`config.mk`:
```
export PLATFORM = sky130hd
export DESIGN_NAME = pb_power_ctrl
export DESIGN_NICKNAME = d
export VERILOG_FILES = /design/src/rtl/pb_pkg.sv /design/src/rtl/pb_tick_counter.sv /design/src/rtl/pb_wait_select.sv /design/src/rtl/pb_fsm.sv /design/src/rtl/pb_power_ctrl.sv
export SDC_FILE = /design/constraint.sdc
export NUM_CORES = 1
export LEC_CHECK = 0
export ABC_AREA = 1
export BUFFER_PORTS_ARGS = -buffer_cell sky130_fd_sc_hd__clkbuf_2
export CORE_UTILIZATION = 58
export CTS_CLUSTER_SIZE = 28
export DETAILED_ROUTE_END_ITERATION = 12
export GPL_ROUTABILITY_DRIVEN = 0
export PLACE_DENSITY = 0.76
export SETUP_SLACK_MARGIN = 0.15
export SYNTH_ARGS = -nofsm -noshare
export SYNTH_HDL_FRONTEND = slang
export SYNTH_HIERARCHICAL = 1
export SYNTH_SLANG_ARGS = --single-unit
```
`constraint.sdc`:
```
create_clock -name clk -period 2.4 [get_ports clk]
set_input_delay 0.12 -clock clk [delete_from_list [all_inputs] [get_ports clk]]
set_output_delay 0.12 -clock clk [all_outputs]
set_load 0.02 [all_outputs]
```
`src/rtl/pb_pkg.sv`:
```
// Package: shared types for the pushbutton power state controller.
// Assumes: two bits are enough for the state code and the startup cause.
package pb_pkg;

    // Controller state. These codes are visible on the state port.
    typedef enum logic [1:0] {
        ST_OFF   = 2'b00,
        ST_START = 2'b01,
        ST_ON    = 2'b10
    } pb_state_t;

    // Cause of the current START phase; it picks the exit rule.
    typedef enum logic [1:0] {
        SM_PRESS = 2'b00,
        SM_REG   = 2'b01,
        SM_CYC   = 2'b10
    } pb_start_t;

endpackage

```
`src/rtl/pb_tick_counter.sv`:
```
// Module: pb_tick_counter
// Counts tick strobes up to LIMIT and holds there. A clear input zeroes it.
// Assumes: clear takes priority over tick, and LIMIT fits in WIDTH bits.
module pb_tick_counter #(
    parameter int WIDTH = 8,
    parameter int LIMIT = 255
) (
    input  logic             clk,
    input  logic             rst_n,
    input  logic             clr,
    input  logic             tick,
    output logic [WIDTH-1:0] count
);

    localparam logic [WIDTH-1:0] LIM = WIDTH'(LIMIT);

    // Clear, saturating count of ticks
    always_ff @(posedge clk) begin
        if (!rst_n) begin
            count <= '0;
        end else if (clr) begin
            count <= '0;
        end else if (tick && (count < LIM)) begin
            count <= count + 1'b1;
        end
    end

    // with no tick and no clear, the count must not move
    a_r12_no_tick_hold: assert property (@(posedge clk) disable iff (!rst_n)
        (!clr && !tick) |=> $stable(count));

endmodule

```
`src/rtl/pb_wait_select.sv`:
```
// Module: pb_wait_select
// Maps the 2-bit hold selection onto one of four tick counts.
// Assumes: each count fits in WIDTH bits.
module pb_wait_select #(
    parameter int WIDTH = 11,
    parameter int WAIT0 = 32,
    parameter int WAIT1 = 500,
    parameter int WAIT2 = 1000,
    parameter int WAIT3 = 2000
) (
    input  logic [1:0]       sel,
    output logic [WIDTH-1:0] ticks
);

    // Select the startup hold time
    always_comb begin
        unique case (sel)
            2'd0:    ticks = WIDTH'(WAIT0);
            2'd1:    ticks = WIDTH'(WAIT1);
            2'd2:    ticks = WIDTH'(WAIT2);
            default: ticks = WIDTH'(WAIT3);
        endcase
    end

endmodule

```
`src/rtl/pb_fsm.sv`:
```
// Module: pb_fsm
// The OFF / START / ON state machine, including the press-window decisions,
// the power-off bit and the re-arm rule for the button.
// Assumes: phase_cnt counts ticks since the last state change, because the
// counter is cleared by state_chg. press_cnt counts ticks of the current
// press and is zero while the button is up.
module pb_fsm
    import pb_pkg::*;
#(
    parameter int TW      = 11,
    parameter int PW      = 14,
    parameter int DEB     = 32,
    parameter int CYC_MIN = 8000,
    parameter int OFF_T   = 12000,
    parameter int PHASE   = 500
) (
    input  logic          clk,
    input  logic          rst_n,
    input  logic          pressed,
    input  logic          fault,
    input  logic          wr,
    input  logic          wdata,
    input  logic [TW-1:0] wait_ticks,
    input  logic [TW-1:0] phase_cnt,
    input  logic [PW-1:0] press_cnt,
    output pb_state_t     state_o,
    output logic          state_chg,
    output logic          reg_en,
    output logic          off_bit
);

    localparam logic [TW-1:0] DEB_T   = TW'(DEB);
    localparam logic [TW-1:0] PHASE_T = TW'(PHASE);
    localparam logic [PW-1:0] MIN_P   = PW'(CYC_MIN);
    localparam logic [PW-1:0] OFF_P   = PW'(OFF_T);

    pb_state_t state_q, state_d;
    pb_start_t mode_q, mode_d;
    logic      cyc_q, cyc_d;
    logic      armed_q, armed_d;
    logic      pressed_q;
    logic      off_d;
    logic      released, cyc_len, forced;

    // Decode the press length: release edge, cycle window, long-hold limit
    always_comb begin
        released = pressed_q && !pressed;
        cyc_len  = released && (press_cnt > MIN_P) && (press_cnt < OFF_P);
        forced   = (press_cnt >= OFF_P);
    end

    // Next state, next startup cause and pending-cycle flag
    always_comb begin
        state_d = state_q;
        mode_d  = mode_q;
        cyc_d   = cyc_q;
        unique case (state_q)
            ST_OFF: begin
                if (cyc_q) begin
                    if (off_bit) begin
                        cyc_d = 1'b0;
                    end else if (phase_cnt >= PHASE_T) begin
                        state_d = ST_START;
                        mode_d  = SM_CYC;
                        cyc_d   = 1'b0;
                    end
                end else if (wr && !wdata) begin
                    state_d = ST_START;
                    mode_d  = SM_REG;
                end else if (pressed && armed_q) begin
                    state_d = ST_START;
                    mode_d  = SM_PRESS;
                end
            end
            ST_START: begin
                if (off_bit || fault) begin
                    state_d = ST_OFF;
                end else begin
                    unique case (mode_q)
                        SM_PRESS: begin
                            if (!pressed)                      state_d = ST_OFF;
                            else if (phase_cnt >= wait_ticks)  state_d = ST_ON;
                        end
                        SM_REG: begin
                            if (phase_cnt >= DEB_T)            state_d = ST_ON;
                        end
                        default: begin
                            if (phase_cnt >= PHASE_T)          state_d = ST_ON;
                        end
                    endcase
                end
            end
            default: begin
                if (off_bit || forced) begin
                    state_d = ST_OFF;
                end else if (cyc_len) begin
                    state_d = ST_OFF;
                    cyc_d   = 1'b1;
                end
            end
        endcase
    end

    // Power-off bit: a write sets it, and it clears when OFF is reached.
    // The button is re-armed only once it has been released.
    always_comb begin
        if (wr)                     off_d = wdata;
        else if (state_d == ST_OFF) off_d = 1'b0;
        else                        off_d = off_bit;

        if (!pressed)                                    armed_d = 1'b1;
        else if (state_d == ST_OFF && state_q != ST_OFF) armed_d = 1'b0;
        else                                             armed_d = armed_q;
    end

    // State and flag registers
    always_ff @(posedge clk) begin
        if (!rst_n) begin
            state_q   <= ST_OFF;
            mode_q    <= SM_PRESS;
            cyc_q     <= 1'b0;
            armed_q   <= 1'b0;
            pressed_q <= 1'b0;
            off_bit   <= 1'b0;
        end else begin
            state_q   <= state_d;
            mode_q    <= mode_d;
            cyc_q     <= cyc_d;
            armed_q   <= armed_d;
            pressed_q <= pressed;
            off_bit   <= off_d;
        end
    end

    // Outputs: state, change pulse for the phase timer, enable request
    always_comb begin
        state_o   = state_q;
        state_chg = (state_d != state_q);
        reg_en    = (state_q == ST_ON) ||
                    ((state_q == ST_START) && (phase_cnt >= DEB_T));
    end

    // only the three defined codes appear
    a_r2_legal_code: assert property (@(posedge clk) disable iff (!rst_n)
        state_q != 2'b11);

    // a press startup reaches ON only with the button held through the wait
    a_r4_hold_met: assert property (@(posedge clk) disable iff (!rst_n)
        (state_q == ST_ON && $past(state_q) == ST_START && $past(mode_q) == SM_PRESS)
        |-> ($past(pressed) && $past(phase_cnt) >= $past(wait_ticks)));

    // a fault during startup ends in OFF
    a_r5_fault_abort: assert property (@(posedge clk) disable iff (!rst_n)
        (state_q == ST_START && fault) |=> state_q == ST_OFF);

    // a set power-off bit outside OFF forces OFF next
    a_r7_sw_off: assert property (@(posedge clk) disable iff (!rst_n)
        (off_bit && state_q != ST_OFF) |=> (state_q == ST_OFF && !off_bit));

    // a press at the long limit while ON forces OFF
    a_r10_long_off: assert property (@(posedge clk) disable iff (!rst_n)
        (state_q == ST_ON && press_cnt >= OFF_P) |=> state_q == ST_OFF);

endmodule

```
`src/rtl/pb_power_ctrl.sv`:
```
// Module: pb_power_ctrl (top)
// Pushbutton power state controller. It measures the length of each press
// and the time spent in each phase in millisecond ticks, and drives the
// regulator enable request.
// Assumes: press_n is already debounced and synchronous to clk, and tick_ms
// is a one-cycle strobe.
module pb_power_ctrl #(
    parameter int DEB_MS     = 32,
    parameter int WAIT0_MS   = 32,
    parameter int WAIT1_MS   = 500,
    parameter int WAIT2_MS   = 1000,
    parameter int WAIT3_MS   = 2000,
    parameter int CYC_MIN_MS = 8000,
    parameter int OFF_MS     = 12000,
    parameter int PHASE_MS   = 500
) (
    input  logic       clk,
    input  logic       rst_n,
    input  logic       tick_ms,
    input  logic       press_n,
    input  logic       fault,
    input  logic       pwr_off_wr,
    input  logic       pwr_off_wdata,
    input  logic [1:0] wait_sel,
    output logic       reg_en,
    output logic [1:0] state,
    output logic       pwr_off_bit
);

    import pb_pkg::*;

    localparam int M1   = (DEB_MS > PHASE_MS) ? DEB_MS : PHASE_MS;
    localparam int M2   = (WAIT0_MS > WAIT1_MS) ? WAIT0_MS : WAIT1_MS;
    localparam int M3   = (WAIT2_MS > WAIT3_MS) ? WAIT2_MS : WAIT3_MS;
    localparam int M4   = (M2 > M3) ? M2 : M3;
    localparam int TMAX = (M1 > M4) ? M1 : M4;
    localparam int TW   = $clog2(TMAX + 1);
    localparam int PW   = $clog2(OFF_MS + 1);

    logic          pressed;
    logic          state_chg;
    logic [TW-1:0] phase_cnt;
    logic [TW-1:0] wait_ticks;
    logic [PW-1:0] press_cnt;
    pb_state_t     st;

    // Active-high view of the button
    always_comb pressed = !press_n;

    // Time since the last state change
    pb_tick_counter #(.WIDTH(TW), .LIMIT(TMAX)) u_phase (
        .clk   (clk),
        .rst_n (rst_n),
        .clr   (state_chg),
        .tick  (tick_ms),
        .count (phase_cnt)
    );

    // Length of the current press
    pb_tick_counter #(.WIDTH(PW), .LIMIT(OFF_MS)) u_press (
        .clk   (clk),
        .rst_n (rst_n),
        .clr   (!pressed),
        .tick  (tick_ms),
        .count (press_cnt)
    );

    pb_wait_select #(
        .WIDTH (TW),
        .WAIT0 (WAIT0_MS),
        .WAIT1 (WAIT1_MS),
        .WAIT2 (WAIT2_MS),
        .WAIT3 (WAIT3_MS)
    ) u_wait (
        .sel   (wait_sel),
        .ticks (wait_ticks)
    );

    pb_fsm #(
        .TW      (TW),
        .PW      (PW),
        .DEB     (DEB_MS),
        .CYC_MIN (CYC_MIN_MS),
        .OFF_T   (OFF_MS),
        .PHASE   (PHASE_MS)
    ) u_fsm (
        .clk        (clk),
        .rst_n      (rst_n),
        .pressed    (pressed),
        .fault      (fault),
        .wr         (pwr_off_wr),
        .wdata      (pwr_off_wdata),
        .wait_ticks (wait_ticks),
        .phase_cnt  (phase_cnt),
        .press_cnt  (press_cnt),
        .state_o    (st),
        .state_chg  (state_chg),
        .reg_en     (reg_en),
        .off_bit    (pwr_off_bit)
    );

    // Expose the state code
    always_comb state = st;

endmodule

```
---- Yosys cells after proc, flatten, opt, wreduce, memory -nomap -nowiden ----
Index checks and enable logic that the tools add are counted.
storage, ports and cells
  output and inout bits ................... 4
  bits in registers ....................... 33
  input port bits ......................... 9
cells by class
  muxes and demuxes ....................... 30
  bitwise logic cells ..................... 2
  reductions and logical operators ........ 27
  equal/unequal tests ..................... 9
  $lt $le $gt $ge ......................... 7
  add/subtract/negate cells ............... 2
operator list
  operator               number
  $mux 2                 17
  $pmux 11 s3            1
  $add 14x1->14 const B  1
  $ge 14x14->1 const B   1
  $gt 14x13->1 const B   1
  $lt 14x14->1 const B   1
  $add 11x1->11 const B  1
  $ge 11x11->1           1
  $ge 11x6->1 const B    1
  $ge 11x9->1 const B    1
  $lt 11x11->1 const B   1
  $logic_and 1x1->1      9
  $mux 1                 9
  $logic_not 2->1        4
  $pmux 2 s2             2
  $reduce_bool 2->1      4
  $eq 2x1->1 const B     3
  $ne 2x2->1 const B     3
  $eq 2x2->1 const B     2
  $reduce_and 4->1       1
  $reduce_or 2->1        2
  $logic_or 1x1->1       3
  $reduce_and 3->1       1
  $reduce_bool 3->1      1
  other kinds (4)        6

---- Depth between registers and ports, before layout ----
  depth in word-level cells ............... 12
  gate-level depth with buffers ........... 18
  gate-level depth less buffers ........... 17

---- Modules after synthesis ----
The synthesis kept the hierarchy.
modules (own cells, without submodules)
  module                     seq. area each (µm²)  cells an instance  instances  area each (µm²)
  pb_fsm                     160.2                 171                1          984.7
  pb_tick_counter (u_press)  280.3                 162                1          972.2
  pb_tick_counter (u_phase)  220.2                 89                 1          596.8
  pb_wait_select             0.0                   14                 1          67.6
  pb_power_ctrl              0.0                   1                  1          3.8

---- Worst setup path before layout ----
Ideal clock, no wire load.
  path type ............................... register to register
  start ................................... reg u_phase.count[2]
  end ..................................... reg u_phase.count[2]
  data required time ...................... 2.330 ns
  buffers on the path ..................... 0
  arrival ................................. 1.858 ns
  period minus slack after synthesis ...... 1.928 ns
  setup time .............................. 0.070 ns
  cell stages (with the launch flop) ...... 15
  slack ................................... 0.472 ns
  cells stage by stage .................... dfxtp_1 -> ha_1 -> nand2_1 -> nand2_1 -> nor2_1 -> nor2_1 -> nor2_1 -> nand3_1 -> nand2_1 -> nand2_1 -> nand2_2 -> nand4_1 -> nor2_1 -> inv_1 -> a21oi_1
on the way
  word-level cells in the longest chain between the ends .. 8
  elaborated cells between the ends (all ways) .. 18
  classes of those cells .................. 1 x add/sub; 4 x order compare; 1 x eq/ne; 10 x mux; 2 x reduce/logical
RTL lines
  what                           line                   RTL
  start, declared                pb_tick_counter.sv:12  output logic [WIDTH-1:0] count
  start signal, assigned         pb_tick_counter.sv:24  count <= count + 1'b1;
  $ge 11x11->1                   pb_fsm.sv:82           else if (phase_cnt >= wait_ticks) state_d = ST_ON;
  $mux 2                         pb_fsm.sv:82
  $mux 2                         pb_fsm.sv:81           if (!pressed) state_d = ST_OFF;
  $pmux 2 s2                     pb_fsm.sv:79           unique case (mode_q)
  $mux 2                         pb_fsm.sv:76           if (off_bit || fault) begin
  $pmux 2 s2 (*)                 pb_fsm.sv:57           unique case (state_q)
  $ne 2x2->1 (*)                 pb_fsm.sv:138          state_chg = (state_d != state_q);
  named net state_chg            pb_power_ctrl.sv:41    logic state_chg;
  $reduce_or 2->1 (no line) (*)  n/a
Mark *: on every way through the listed nets, which the timed path passes. The rest lies on a longest branch.
A chain may end at the register's enable or synchronous reset.

---- Worst setup path after layout ----
  start ................................... reg u_phase.count[9]
  end ..................................... reg u_phase.count[0]
Same word-level chain as after synthesis.

==> impl_metrics.yaml <==
cts:
  cts.sinks: 33
  clock_path_buffers: 2
  clk_root_buffer_cell: "clkbuf_8"
  clk_latency_ns: 0.28
  cts_max_level: 2
  cts_inserted_buffers: 5
  clkTransAtPathRegs_ns: 0.07
  cts_tree: "built"
  hold_buffers: 0
synth:
  synth_top_area_share: 0.252
  synth-edff-count: 0
  synthArstFlopShare: 0
  syn_area_sq_um: 2630
  synth_top_area_cell: "dfxtp_1"
  synth.area.top_cells: "dfxtp_1 (25%), nand2_1 (15%), nor2_1 (11%), inv_1 (11%), nand3_1 (8.2%)"
  syn_inst: 437
  synthDistinctLibCells: 31
  ys.flop_type: "dfxtp_1"
  avgSynthCellArea_sq_um: 6.01
  synth_seq_area_share: 0.252
  synth.top_cells.by_count: "nand2_1 (104), nor2_1 (77), inv_1 (74)"
  yosysMostFrequentCell: "nand2_1"
  ys_seq_elements: 33
  yosysWarnings: 6
layout:
  fin_nets: 478
  final_cells: 509
  multi_input_area_sq_um: 1650
  final.fill_count: 417
  antennaDiodeCount: 0
  seq_area_sq_um: 669
  postLayoutCoreUtil: 0.668
  drive_above_1_share: 0.179
  areaGrowthSynthToFinish_pct: 10.8
timing:
  setup_violations: 0
  fmax_mhz: 478
  final_max_slew_viol_count: 0
  fin_crit_ns: 2.09
  timing.final.ws_setup_ns: 0.308
  worst_pin_slew_ns: 0.595
  slew_headroom: 0.603
  finalCritPeriodShare: 0.872
  fin_tns_setup_ns: 0
  rsz0062_at_grt: "false"
  hold_slack_ns: 0.0817
  skew_ns: 0.00526
  hold_viol: 0
global_route:
  grt_first_pass_wirelength_microns: 10400
  grt_pass1_vias: 2454
  antenna_found_initial: 0
  grt_max_degree: 13
  grt.total_usage: 0.263
  grt.overflow.total: 0
worst_setup_path:
  end_kind: "flip-flop"
  cp_cell_sequence: "ha_1, nand2_1, nor2_2, inv_1, a21oi_2, nor2_2, nand3_1, nand2_1, a21oi_2, nand3_1, nand4_1, nor2_1, buf_4, o21ai_0, nor2_1"
  timing.rr.end: "u_phase/count[0]"
  startpoint_type: "flip-flop"
  max_stage_delay_ns: 0.33
  r2r_slack_ns: 0.31
  crit-reg2reg-launch: "u_phase/count[9]"
  worstSetupStartpoint: "u_phase/count[9]"
  crit_fanout: 7
  critPathSlowestCell: "dfxtp_1"
  reg2reg_depth: 15
  cp.required_ns: 2.57
  cp.arrival_ns: 2.26
  path_class: "flip-flop to flip-flop"
routing:
  vias: 2638
  drc: 0
  viasPerCell: 5.18
  drt_iter0_drc: 201
  totalWireLength_microns: 5700
  firstDrtPassIters: 4
  post_drt_wl_per_cell_microns: 11.2
  detail-route-antenna-nets: 0
floorplanning:
  dieWidth_microns: 69.3
  initial_core_util: 0.603
  die-area_sq_um: 4800
  die_h_microns: 69.3
  io_pins: 13
  coreArea_sq_um: 4350
  num_rows: 24
job:
  cap_violations: 0
power:
  ir_drop_mv: 0.246
  total_leakage_power_uw: 0.00134
  powerDensity_nw_per_um2: 458
status:
  status: "complete, no violations"
place:
  dp_cells: 500
  place_ws_ns: 0.188
  post-dp-hpwl_microns: 4360
  port_buffers: 12
hold_path:
  holdCritPathClass: "primary input to flip-flop"
  worstHoldStart: "pwr_off_wr"
  min_to: "u_fsm/off_bit"
  whs_path_depth: 3
## sequential cells by signal, indices dropped and copies added, names as in the netlist
name / cells
u_fsm/pressed_q: 1
u_press/count: 14
u_fsm/off_bit: 1
u_fsm/armed_q: 1
u_fsm/state_o: 2
u_phase/count: 11
u_fsm/mode_q: 2
u_fsm/cyc_q: 1
## metal layers
layer | share of wire | vias up | global-route usage
met5 | 0 | - | 0
li1 | - | 1393 | -
met4 | 0.026 | 0 | 0.104
met3 | 0.040 | 18 | 0.0407
met2 | 0.48 | 66 | 0.461
met1 | 0.45 | 1161 | 0.320
## kinds of logic after synthesis
logic type,synth area share
xor gates and xnor gates,0.0133
AOI/OAI and AO/OA,0.0772
other,0.00143
and+or+nand+nor,0.459
adders and majority gates,0.0620
DFF,0.252
buffers and inverters,0.136
## layout make-up
| class | count | share of cell area |
|---|---|---|
| sequential | 33 | 0.230 |
| multi-input combinational | 320 | 0.567 |
| clock buffer | 7 | 0.0297 |
| tap | 52 | 0.0224 |
| timing repair buffer | 20 | 0.0413 |
| inverter | 76 | 0.0990 |
| clock inverter | 1 | 0.0103 |
## layout by cell type (no fill, tap or decap), types with 3 or more instances in the layout
master / n
nand2_1: 103
inv_1: 73
nor2_1: 73
nand3_1: 43
dfxtp_1: 28
nor2_2: 17
a21oi_1: 14
clkbuf_2: 12
nand2_2: 11
ha_1: 11
buf_4: 8
a21oi_2: 7
clkbuf_8: 6
o21ai_0: 6
nor3_1: 5
nand3_2: 4
xor2_1: 4
dfxtp_2: 4
nor4_1: 3
nor2_4: 3
## report_power, final
group | internal, uW | switching, uW | leakage, uW
Sequential | 565 | 22.3 | 0.000270
Clock | 338 | 197 | 0.0000585
Combinational | 77.4 | 131 | 0.00101
## worst max-delay path by stage
stage,end,cells after the start
detailed placement,u_phase/count[5],19
CTS,u_phase/count[3],15
floorplan,u_phase/count[2],14
global route,u_phase/count[6],15
global placement,u_phase/count[2],19
finish,u_phase/count[0],15
## through the flow
stage	area (sq um)	power, uW
6_report	2910	1330
5_1_grt	2910	1410
4_1_cts	2850	1340
3_5_place_dp	2740	793
3_3_place_gp	2740	789
2_1_floorplan	2630	743
## worst max-delay path, delay by kind of cell, from the launching register on
kind	cells	cell delay, ns
fa+ha+maj	1	0.32
flops	1	0.33
compound gates	3	0.40
buf+inv	2	0.20
simple gates	9	0.72
## repair_timing
| item | in CTS | in global routing |
|---|---|---|
| gates resized for setup | 0 | 15 |
| buffers inserted | 0 | 1 |
| setup endpoints to repair | 0 | 11 |
No activity file was read; power rests on OpenSTA's default activity.
